===== src/rtl/bfpfx_pkg.sv =====
package bfpfx_pkg;
  typedef struct packed {
    logic sop;
    logic eop;
  } bfpfx_mark_t;

  function automatic int bfpfx_top_shift(input int n_sel);
    return n_sel - 1;
  endfunction
endpackage


===== src/rtl/bfpfx_exp_track.sv =====
module bfpfx_exp_track #(
  parameter int EXP_W = 6
) (
  input  logic             clk,
  input  logic             rst_n,
  input  logic             take,
  input  logic             sop,
  input  logic [EXP_W-1:0] exp_in,
  output logic [EXP_W-1:0] exp_eff
);
  logic [EXP_W-1:0] held_q;

  always_ff @(posedge clk or negedge rst_n) begin
    if (!rst_n) held_q <= '0;
    else if (take && sop) held_q <= exp_in;
  end

  // a start beat uses its own exponent in the same cycle
  assign exp_eff = sop ? exp_in : held_q;
endmodule


===== src/rtl/bfpfx_shift_sel.sv =====
module bfpfx_shift_sel #(
  parameter int EXP_W = 6,
  parameter int SH_W  = 2
) (
  input  logic [EXP_W-1:0] ref_exp,
  input  logic [EXP_W-1:0] blk_exp,
  output logic [SH_W-1:0]  amount
);
  localparam int DW   = EXP_W + 1;
  localparam int TOPS = bfpfx_pkg::bfpfx_top_shift(1 << SH_W);
  localparam logic signed [DW-1:0] TOPV = DW'(TOPS);

  logic signed [DW-1:0] diff;

  always_comb begin
    diff = $signed({ref_exp[EXP_W-1], ref_exp}) - $signed({blk_exp[EXP_W-1], blk_exp});
    if (diff < 0)         amount = '0;
    else if (diff > TOPV) amount = SH_W'(TOPS);
    else                  amount = diff[SH_W-1:0];
  end
endmodule


===== src/rtl/bfpfx_mux_shift.sv =====
module bfpfx_mux_shift #(
  parameter int W    = 16,
  parameter int SH_W = 2
) (
  input  logic signed [W-1:0] din,
  input  logic [SH_W-1:0]     sel,
  output logic signed [W-1:0] dout
);
  localparam int NSEL = 1 << SH_W;

  logic signed [W-1:0] cand [NSEL];

  generate
    for (genvar k = 0; k < NSEL; k++) begin : g_tap
      assign cand[k] = din >>> k;
    end
  endgenerate

  assign dout = cand[sel];
endmodule


===== src/rtl/bfpfx_top.sv =====
module bfpfx_top #(
  parameter int DATA_W     = 16,
  parameter int EXP_W      = 6,
  parameter int NUM_SHIFTS = 4
) (
  input  logic              clk,
  input  logic              rst_n,
  input  logic [EXP_W-1:0]  ref_exp,
  input  logic              in_valid,
  output logic              in_ready,
  input  logic [DATA_W-1:0] in_re,
  input  logic [DATA_W-1:0] in_im,
  input  logic [EXP_W-1:0]  in_exp,
  input  logic              in_sop,
  input  logic              in_eop,
  output logic              out_valid,
  input  logic              out_ready,
  output logic [DATA_W-1:0] out_re,
  output logic [DATA_W-1:0] out_im,
  output logic              out_sop,
  output logic              out_eop
);
  import bfpfx_pkg::*;

  localparam int SH_W = $clog2(NUM_SHIFTS);

  logic                     accept;
  logic [EXP_W-1:0]         exp_eff;
  logic [SH_W-1:0]          amount;
  logic signed [DATA_W-1:0] re_sh;
  logic signed [DATA_W-1:0] im_sh;
  logic [DATA_W-1:0]        re_q;
  logic [DATA_W-1:0]        im_q;
  bfpfx_mark_t              mark_q;
  logic                     vld_q;

  assign in_ready = out_ready;
  assign accept   = in_valid && out_ready;

  bfpfx_exp_track #(.EXP_W(EXP_W)) u_exp (
    .clk    (clk),
    .rst_n  (rst_n),
    .take   (accept),
    .sop    (in_sop),
    .exp_in (in_exp),
    .exp_eff(exp_eff)
  );

  bfpfx_shift_sel #(.EXP_W(EXP_W), .SH_W(SH_W)) u_sel (
    .ref_exp(ref_exp),
    .blk_exp(exp_eff),
    .amount (amount)
  );

  bfpfx_mux_shift #(.W(DATA_W), .SH_W(SH_W)) u_re (
    .din (signed'(in_re)),
    .sel (amount),
    .dout(re_sh)
  );

  bfpfx_mux_shift #(.W(DATA_W), .SH_W(SH_W)) u_im (
    .din (signed'(in_im)),
    .sel (amount),
    .dout(im_sh)
  );

  always_ff @(posedge clk or negedge rst_n) begin
    if (!rst_n) begin
      vld_q  <= 1'b0;
      re_q   <= '0;
      im_q   <= '0;
      mark_q <= '0;
    end else if (out_ready) begin
      vld_q <= in_valid;
      if (in_valid) begin
        re_q       <= re_sh;
        im_q       <= im_sh;
        mark_q.sop <= in_sop;
        mark_q.eop <= in_eop;
      end
    end
  end

  assign out_valid = vld_q;
  assign out_re    = re_q;
  assign out_im    = im_q;
  assign out_sop   = mark_q.sop;
  assign out_eop   = mark_q.eop;
endmodule


===== config.mk =====
export PLATFORM = sky130hd
export DESIGN_NAME = bfpfx_top
export DESIGN_NICKNAME = d
export VERILOG_FILES = /design/src/rtl/bfpfx_pkg.sv /design/src/rtl/bfpfx_exp_track.sv /design/src/rtl/bfpfx_shift_sel.sv /design/src/rtl/bfpfx_mux_shift.sv /design/src/rtl/bfpfx_top.sv
export SDC_FILE = /design/constraint.sdc
export NUM_CORES = 1
export LEC_CHECK = 0
export ABC_AREA = 1
export ABC_CLOCK_PERIOD_IN_PS = 4300
export BUFFER_PORTS_ARGS = -buffer_cell sky130_fd_sc_hd__buf_4
export CELL_PAD_IN_SITES_DETAIL_PLACEMENT = 2
export CELL_PAD_IN_SITES_GLOBAL_PLACEMENT = 2
export CORE_AREA = 4 4 101 103
export DETAILED_ROUTE_END_ITERATION = 8
export DIE_AREA = 0 0 105 107
export HOLD_SLACK_MARGIN = 0.1
export PLACE_DENSITY_LB_ADDON = 0.1
export SLEW_MARGIN = 40
export SYNTH_ARGS = -nofsm -noshare
export SYNTH_HDL_FRONTEND = slang
export SYNTH_SLANG_ARGS = --single-unit

===== constraint.sdc =====
create_clock -name clk -period 4.3 [get_ports clk]
set_input_delay 0.43 -clock clk [delete_from_list [all_inputs] [get_ports clk]]
set_output_delay 0.43 -clock clk [all_outputs]
set_load 0.02 [all_outputs]

# Word-level counts from Yosys, hierarchy flattened
# Index checks and enable logic that the tools add are counted.
[totals]
elab_cells = 23
out_inout_bits = 36
register_bits = 41
input_bits = 50
[op_classes]
n_bitwise = 1
add_sub_neg = 1
reduce_logical = 3
muxes = 9
order_cmp = 3
[ops]
columns = ["operator", "count"]
rows = [
  ["$bmux W16 S2", 2],
  ["$mux W16", 4],
  ["$gt A7 B3 Y1 const B", 1],
  ["$lt A7 B1 Y1 const B", 1],
  ["$sub A6 B6 Y7", 1],
  ["$mux W6", 1],
  ["$mux W2", 2],
  ["$ge A3 B3 Y1 const B", 1],
  ["$not A2 Y3", 1],
  ["$logic_and A1 B1 Y1", 2],
  ["$reduce_and A2 Y1", 1],
]

# Logic depth before layout (Yosys ltp)
# Gate-level depths: netlist (run 1).
[depth]
word_depth = 9
depth_mapped = 17
ltp_nobuf = 16

# Cells and area by module
# Synthesis (run 1) repeated with hierarchy kept, for this count alone.
[hier_totals]
hier_cells = 449
area_unflattened_um2 = 3021.6
[modules_own_cells]
columns = ["module", "cells_each", "seq_area_each_um2", "area_each_um2", "n_inst"]
rows = [
  ["bfpfx_top", 153, 875.8, 1446.4, 1],
  ["bfpfx_mux_shift", 98, 0.0, 459.2, 2],
  ["bfpfx_exp_track", 45, 150.1, 337.8, 1],
  ["bfpfx_shift_sel", 55, 0.0, 319.1, 1],
]

# Worst setup path before layout (run 1)
# No wires, ideal clock.
[synth_path]
path_kind = "input to register"
start = "input in_sop"
end = "register im_q[1], in the netlist out_im[1]"
path_buffers = 3
setup_slack_ns = 1.842
setup_time_ns = 0.117
required_ns = 4.183
path_stages = 17
arrival_ns = 2.341
path_cell_list = "clkbuf_1 a21oi_1 ha_1 inv_1 fa_1 nand3_1 nand2_1 nand2_1 nand2_1 nor2_2 nand3_2 buf_6 buf_8 nand3_1 nand3_1 nand3_1 nand2_1"
[synth_between]
elab_chain_len = 9
elab_cells_between_ends = 10
classes_between = "add/sub (1); order compare (2); mux (6); bitwise (1)"
[synth_lines]
columns = ["item", "line_no", "text"]
rows = [
  ["start, declared", "bfpfx_top.sv:14", "input logic in_sop,"],
  ["$mux W6 *", "bfpfx_exp_track.sv:19", "assign exp_eff = sop ? exp_in : held_q;"],
  ["$sub A6 B6 Y7 *", "bfpfx_shift_sel.sv:16", "diff = $signed({ref_exp[EXP_W-1], ref_exp}) - $signed({blk_exp[EXP_W-1], blk_exp});"],
  ["$gt A7 B3 Y1", "bfpfx_shift_sel.sv:18", "else if (diff > TOPV) amount = SH_W'(TOPS);"],
  ["$mux W2", "bfpfx_shift_sel.sv:18", ""],
  ["$mux W2 *", "bfpfx_shift_sel.sv:17", "if (diff < 0) amount = '0;"],
  ["$not A2 Y3 (implied by the code) *", "bfpfx_mux_shift.sv:19", "assign dout = cand[sel];"],
  ["$bmux W16 S2 *", "bfpfx_mux_shift.sv:19", ""],
  ["$mux W16 (implied by the code) * (2 in a row)", "bfpfx_mux_shift.sv:19", ""],
  ["end signal, assigned", "bfpfx_top.sv:77", "im_q <= im_sh;"],
  ["end, declared", "bfpfx_top.sv:33", "logic [DATA_W-1:0] im_q;"],
]
# Mark *: on every way between the ends. The rest lies on a longest branch, timed or not. The select of a mux whose other input is x is not followed.
# A chain may end at the register's enable or synchronous reset.

# Worst setup path after layout (run 1)
[layout_path]
start = "register u_exp.held_q[0]"
end = "register re_q[1], in the netlist out_re[1]"
[layout_between]
elab_chain_len = 9
elab_cells_between_ends = 10
classes_between = "add/sub (1); order compare (2); mux (6); bitwise (1)"
[layout_lines]
columns = ["item", "line_no", "text"]
rows = [
  ["start, declared", "bfpfx_exp_track.sv:11", "logic [EXP_W-1:0] held_q;"],
  ["start signal, assigned", "bfpfx_exp_track.sv:15", "else if (take && sop) held_q <= exp_in;"],
  ["$mux W6 *", "bfpfx_exp_track.sv:19", ""],
  ["$sub A6 B6 Y7 *", "bfpfx_shift_sel.sv:16", ""],
  ["$gt A7 B3 Y1", "bfpfx_shift_sel.sv:18", ""],
  ["$mux W2", "bfpfx_shift_sel.sv:18", ""],
  ["$mux W2 *", "bfpfx_shift_sel.sv:17", ""],
  ["$not A2 Y3 (implied by the code) *", "bfpfx_mux_shift.sv:19", ""],
  ["$bmux W16 S2 *", "bfpfx_mux_shift.sv:19", ""],
  ["$mux W16 (implied by the code) * (2 in a row)", "bfpfx_mux_shift.sv:19", ""],
  ["end signal, assigned", "bfpfx_top.sv:76", "re_q <= re_sh;"],
  ["end, declared", "bfpfx_top.sv:32", "logic [DATA_W-1:0] re_q;"],
]
# Marks and branches as above.

==> reports/summary.txt, run 1 <==
internal power consumption = 0.000895 W
Data arrival, critical path = 3.27 ns
Flop pwr share = 0.358
final net count = 497
Net Count, Synth = 424
Design Area, Final = 0.00335 sq mm
Final Critical Period = 3.03 ns
final hold violations = 0
Sw Pwr = 0.000657 W
final WL = 8940 um
DRT iter0 DRCs = 60
CP required = 4.54 ns
DIE HEIGHT = 107 um
Placed Area = 0.00326 sq mm
crit path launch type = flop
Vias = 2,716
clock power share = 0.170
GRT Total Usage = 0.165
Slew @ Worst Pin = 0.575 ns
Post CTS Setup Buffer Count = 0
CTS Buffer Depth = 2
gp weighted congestion = 0.797
sw frac = 0.423
vias per cell = 4.93
Final setup viols = 0
synthesized area = 0.00265 sq mm
clk_lat worst skew = 0.30 ns
power per cell area = 463 mW/mm^2
register area share after synthesis = 0.388
max-cap check violation count = 0
syn_area_per_cell = 7.23 sq um
clk slew on worst S/H paths = 0.08 ns
fin. max-slew vios = 0
clock skew = 0.00331 ns
diode count = 0
Overflow after GRT = 0
hold_buf cts = 0
peak supply drop = 0.166 mV
post_cts resized = 0
Ports = 86
Netlist cell types = 25
delay of the slowest critical-path stage = 0.47 ns
Die Area = 0.0112 sq mm
H-tree levels = 2
DRC errors left = 0
Core Area = 0.00920 sq mm
Initial Util = 0.288
global-route wire length before repair = 14,900 um
Num CTS Buffers = 5
Sink Count = 41
Slowest cell on crit path = nand2_2
crit-path leading delay family = simple AND/OR/NAND/NOR gates
CP endpoint = out_re[1]$_DFFE_PN0P_
Multi-input gate area = 0.00137 sq mm
worst r2r src = u_exp.held_q[0]$_DFFE_PN0P_
fmax = 0.331 GHz
Worst Path Max Fanout = 32
status = completed
Yosys Warn Count = 0
flop2flop setup slack = 1.27 ns
crit path buf inv count = 2
Antenna Nets Post-Route = 0
vias in the first global route = 3,006
TritonCTS clock tree = done
Final Cycle Share = 0.704
critical path class = reg -> reg
largest cells by area after synthesis = dfrtp_1, nand2_1, nand3_1, buf_6, ha_1
crit-path cells = nor2_1 > a21oi_1 > ha_1 > inv_1 > fa_1 > nand3_1 > nand2_1 > nand2_1 > nand2_1 > nor2_2 > nand3_2 > buf_4 > nand2_2 > nand2_1 > nand3_1 > nand3_1 > nand2_1
Layout area overhead = 26.6%
critical path startpoint = u_exp.held_q[0]$_DFFE_PN0P_
Post-Synthesis Cells = 366
Synth area leader = dfrtp_1
R2R Path End = out_re[1]$_DFFE_PN0P_
largest net degree at the start of global routing = 42
Die Wd = 105 um
Final TNS setup = 0 ns
share of cells above drive strength 1 = 0.245
1st-pass router iterations = 4
slew margin rel. = 0.615
Fill cells = 1,152
post-DP HPWL = 6740 um
root buf cell = clkbuf_8
initial antenna violation count = 0
Hold WC Path Type = in -> async
Gate power share = 0.472
Seq cells post-synth = 41
Synth top area share = 0.388
per-cell routed wire length = 16.2 um
Crit path depth = 17
Leak Pwr = 1.80 nW
unrepaired setup endpoints after global routing = false
row count = 35
Worst Reg2Reg Path Length in Cells = 17
storage element area = 0.00103 sq mm
crit end category = flop
Buffers on Ports = 85
most used cell, CP = nand2_1
power groups by stage:
stage                     combinational, W  clock (W)  sequential, W
after floorplan                   0.000355          0       0.000673
after global placement            0.000728          0       0.000562
after detailed placement          0.000746          0       0.000565
after CTS                         0.000750   0.000277       0.000558
after global routing              0.000816   0.000290       0.000574
final                             0.000733   0.000263       0.000556
stage by stage:
stage | setup WS, ns | cells | util | total power (W) | hold WS [ns]
after floorplan | 1.84 | 366 | - | 0.00103 | 0.134
final | 1.27 | 551 | 0.364 | 0.00155 | 0.114
after global routing | 0.935 | 551 | 0.364 | 0.00168 | 0.155
after detailed placement | 0.972 | 543 | 0.355 | 0.00131 | 0.477
after CTS | 1.20 | 551 | 0.364 | 0.00158 | 0.141
after global placement | 1.07 | 543 | 0.355 | 0.00129 | 0.463
cell usage after synthesis:
cell type    n
a21oi_1      8
a22oi_4      1
buf_2        1
buf_4        6
buf_6        8
buf_8        1
clkbuf_1     5
dfrtp_1     41
fa_1         1
ha_1         7
inv_1       20
inv_2        1
nand2_1    156
nand2_2      5
nand3_1     68
nand3_2      7
nand3b_1     3
nand4_1      1
nor2_1       6
nor2_2       1
nor2_8       1
nor3_1       1
o21ai_0     14
o21ai_1      2
xnor2_1      1
worst register-to-register path: cells and delay by family (launching register included):
kind | cells | cell delay, ns
fa+ha+maj | 2 | 0.59
simple gates | 12 | 1.48
flops | 1 | 0.36
buf+inv | 2 | 0.31
compound gates | 1 | 0.20
final cells by class:
type,count,area share
multi-input combinational,283,0.410
sequential,41,0.306
inverter,21,0.0235
timing repair buffer,87,0.195
clock buffer,8,0.0239
tap,111,0.0415
metal layers:
metal,vias to the layer above,GRT usage,share of wire
met5,-,0,0
met4,0,0.0440,0.014
met3,11,0.0361,0.040
met2,61,0.279,0.48
met1,1322,0.213,0.47
li1,1322,-,-
cell usage in the layout (no fill, tap or decap):
cell type / netlist / layout
nor2_2: 1 / 1
xnor2_1: 1 / 1
nand3b_1: 3 / 3
o21ai_0: 14 / 14
a22oi_4: 1 / 1
inv_1: 20 / 20
nand2_2: 5 / 4
clkbuf_8: 0 / 5
nor2_1: 6 / 6
fa_1: 1 / 1
nand3_2: 7 / 7
a21oi_1: 8 / 8
clkbuf_1: 5 / 3
nand2_1: 156 / 156
ha_1: 7 / 7
nand2_4: 0 / 1
dfrtp_1: 41 / 41
nor2_8: 1 / 1
o21ai_1: 2 / 2
nor3_1: 1 / 1
buf_4: 6 / 87
nand4_1: 1 / 1
nand3_1: 68 / 68
inv_2: 1 / 1
state kept, by name, indices dropped and copies added, names as in the netlist:
register	flops
out_im	16
out_sop	1
out_valid	1
out_eop	1
u_exp.held_q	6
out_re	16
worst min-delay path by stage:
stage                           startpoint                     end  slack (ns)  cells past startpoint
finish                               rst_n     out_eop$_DFFE_PN0P_        0.11                      1
global route                         rst_n     out_eop$_DFFE_PN0P_        0.16                      1
CTS                                  rst_n  out_re[10]$_DFFE_PN0P_        0.14                      1
detailed placement                   rst_n     out_eop$_DFFE_PN0P_        0.48                      1
global placement    out_re[15]$_DFFE_PN0P_  out_re[15]$_DFFE_PN0P_        0.46                      2
floorplan                            rst_n     out_eop$_DFFE_PN0P_        0.13                      0
cell families after synthesis:
family                   Yosys count  synth area share
AND/OR/NAND/NOR                  249             0.419
buffers and inverters             42            0.0955
flip-flops                        41             0.388
AO/OA/AOI/OAI                     25            0.0534
adder cells (fa/ha/maj)            8            0.0407
XOR/XNOR                           1           0.00331
Note: power is estimated with default switching activity, not from simulation.
==> run 2: changes to the inputs <==
--- a/config.mk
+++ b/config.mk
@@ -6,13 +6,13 @@
 export NUM_CORES = 1
 export LEC_CHECK = 0
 export ABC_AREA = 1
-export ABC_CLOCK_PERIOD_IN_PS = 4300
+export ABC_CLOCK_PERIOD_IN_PS = 2500
 export BUFFER_PORTS_ARGS = -buffer_cell sky130_fd_sc_hd__buf_4
 export CELL_PAD_IN_SITES_DETAIL_PLACEMENT = 2
 export CELL_PAD_IN_SITES_GLOBAL_PLACEMENT = 2
-export CORE_AREA = 4 4 101 103
+export CORE_AREA = 4 4 108 110
 export DETAILED_ROUTE_END_ITERATION = 8
-export DIE_AREA = 0 0 105 107
+export DIE_AREA = 0 0 112 114
 export HOLD_SLACK_MARGIN = 0.1
 export PLACE_DENSITY_LB_ADDON = 0.1
 export SLEW_MARGIN = 40
==> constraint.sdc (replaced) <==
create_clock -name clk -period 2.5 [get_ports clk]
set_input_delay 0.25 -clock clk [delete_from_list [all_inputs] [get_ports clk]]
set_output_delay 0.25 -clock clk [all_outputs]
set_load 0.02 [all_outputs]
==> run 2 against run 1 <==
Net effect:
- sequential cell count did not move
- power is 99% higher
- worst hold slack better by 0.030 ns
- global-route usage decreased by 1.1 points
- non-clock buffer count increased by 20
- sequential share of layout area decreased by 4.3 points
- final cell count increased by 9.1%
- largest cell class unchanged
==> reports/summary.txt, run 2 (synthesis results as in run 1) <==
vias per cell = 4.65 (-5.6%)
GRT Total Usage = 0.154 (-0.0106)
Final Critical Period = 2.37 ns (-0.658 ns)
fin. max-slew vios = 0 (unchanged)
Die Wd = 112 um (+6.7%)
CP required = 2.75 ns (-1.79 ns)
power per cell area = 792 mW/mm^2 (+71%)
crit end category = flop
per-cell routed wire length = 16.7 um (+2.8%)
placed insts = 586 (+7.9%)
fmax = 0.422 GHz (+28%)
gp weighted congestion = 0.783 (-1.7%)
post-layout util = 0.364 (about the same)
Buffers on Ports = 85 (unchanged)
final hold violations = 0 (unchanged)
Ports = 86 (unchanged)
Initial Util = 0.247 (-0.0404)
DRT iter0 DRCs = 86 (+43%)
DIE HEIGHT = 114 um (+6.5%)
Sink Count = 41 (unchanged)
Min-Delay Endpoint = out_eop$_DFFE_PN0P_
CTS Buffer Depth = 2 (unchanged)
clock skew = 0.00495 ns (+0.00164 ns)
post-route total power = 0.00308 W (+99%)
H-tree levels = 2 (unchanged)
Hold WC Path Type = in -> reg
Overflow after GRT = 0 (unchanged)
clk_lat worst skew = 0.30 ns (about the same)
Num CTS Buffers = 5 (unchanged)
Non-Filler Instances = 601 (+9.1%)
status = completed
row count = 38 (+8.6%)
Data arrival, critical path = 2.61 ns (-0.66 ns)
Leak Pwr = 2.00 nW (+11%)
Final Cycle Share = 0.947 (+0.243)
final WL = 10,000 um (+12%)
post-DP HPWL = 7240 um (+7.5%)
Worst Reg2Reg Path Length in Cells = 15 (-2)
root buf cell = clkbuf_8
Layout area overhead = 47.2%
critical path class = reg -> reg
share of cells above drive strength 1 = 0.397 (+0.152)
Fill cells = 1,280 (+11%)
commonest non-fill, non-tap cells in the layout = nand2_1, buf_4, nand3_1
max-cap check violation count = 0 (unchanged)
worst r2r src = u_exp.held_q[0]$_DFFE_PN0P_
final net count = 519 (+4.4%)
Die Area = 0.0128 sq mm (+14%)
Slew @ Worst Pin = 0.601 ns (+0.0262 ns)
TritonCTS clock tree = done
Vias = 2,796 (+2.9%)
Hold Path Origin = in_eop
Final setup viols = 0 (unchanged)
worst hold stages = 3
slew margin rel. = 0.599 (-0.0161)
unrepaired setup endpoints after global routing = true
1st-pass router iterations = 4 (unchanged)
Core Area = 0.0107 sq mm (+16%)
largest net degree at the start of global routing = 42 (unchanged)
Antenna Nets Post-Route = 0 (unchanged)
initial antenna violation count = 0 (unchanged)
clk slew on worst S/H paths = 0.09 ns (about the same)
Worst Path Max Fanout = 7 (-78%)
global-route wire length before repair = 15,900 um (+7.0%)
commonest non-fill, non-tap cell in the layout = nand2_1
peak supply drop = 0.255 mV (+54%)
DRC errors left = 0 (unchanged)
vias in the first global route = 3,048 (+1.4%)
diode count = 0 (unchanged)
R2R Path End = out_im[3]$_DFFE_PN0P_
crit path launch type = flop
flop2flop setup slack = 0.13 ns (-1.14 ns)
[run 2: power by group]
part / internal, W / switching [W]
combinational: 0.000682 / 0.000898
clock: 0.000291 / 0.000261
sequential: 0.000845 / 0.000108
[run 2: how the worst max path moves through the flow]
stage                                      from                      to  slack [ns]  cells past startpoint
detailed placement                       in_sop  out_re[14]$_DFFE_PN0P_       -0.06                     16
floorplan                                in_sop   out_im[1]$_DFFE_PN0P_        0.22                     17
global placement                         in_sop  out_im[14]$_DFFE_PN0P_        0.03                     16
global route        u_exp.held_q[0]$_DFFE_PN0P_   out_im[3]$_DFFE_PN0P_       -0.05                     15
finish              u_exp.held_q[0]$_DFFE_PN0P_   out_im[3]$_DFFE_PN0P_        0.13                     15
CTS                 u_exp.held_q[0]$_DFFE_PN0P_  out_re[14]$_DFFE_PN0P_        0.02                     15
[run 2: stage by stage]
stage	hold WS, ns	TNS [ns]	area, sq um	setup slack, ns
3_3_place_gp	0.304	0	3440	0.0304
6_report	0.144	0	3900	0.132
5_1_grt	0.140	-0.375	3900	-0.0516
2_1_floorplan	-0.0456	0	2650	0.222
3_5_place_dp	0.304	-0.355	3440	-0.0592
4_1_cts	0.135	0	3560	0.0182
[run 2: critical path: stages (launching register included)]
cell	delay, ns
dfrtp_1	0.36
nor2_1	0.04
a21oi_1	0.12
ha_2	0.19
inv_2	0.04
fa_2	0.35
xnor2_1	0.16
nand3_1	0.13
nor2_4	0.16
nand3_4	0.15
nand2_8	0.15
clkbuf_16	0.16
nand2_1	0.05
nand2_1	0.09
nand2_1	0.09
nand3_2	0.07
[run 2: per-layer routing]
layer / vias to the layer above / part of all wire / track usage
met5: - / 0 / 0
met4: 0 / 0.0095 / 0.0313
met3: 8 / 0.051 / 0.0403
met2: 60 / 0.50 / 0.263
met1: 1359 / 0.44 / 0.198
li1: 1369 / - / -
[run 2: layout make-up]
class | instances | area, sq um | area share
clock inverter | 2 | 35.0 | 0.00899
tap | 140 | 175 | 0.0450
clock buffer | 5 | 68.8 | 0.0177
sequential | 41 | 1030 | 0.263
timing repair buffer | 107 | 927 | 0.238
inverter | 21 | 81.3 | 0.0209
multi-input combinational | 285 | 1580 | 0.406
[run 2: repair_timing]
item,CTS,global route
resized for setup,0,69
hold buffers,1,0
endpoints found under the setup margin,0,30
hold endpoints to repair,41,0
setup buffers,0,1
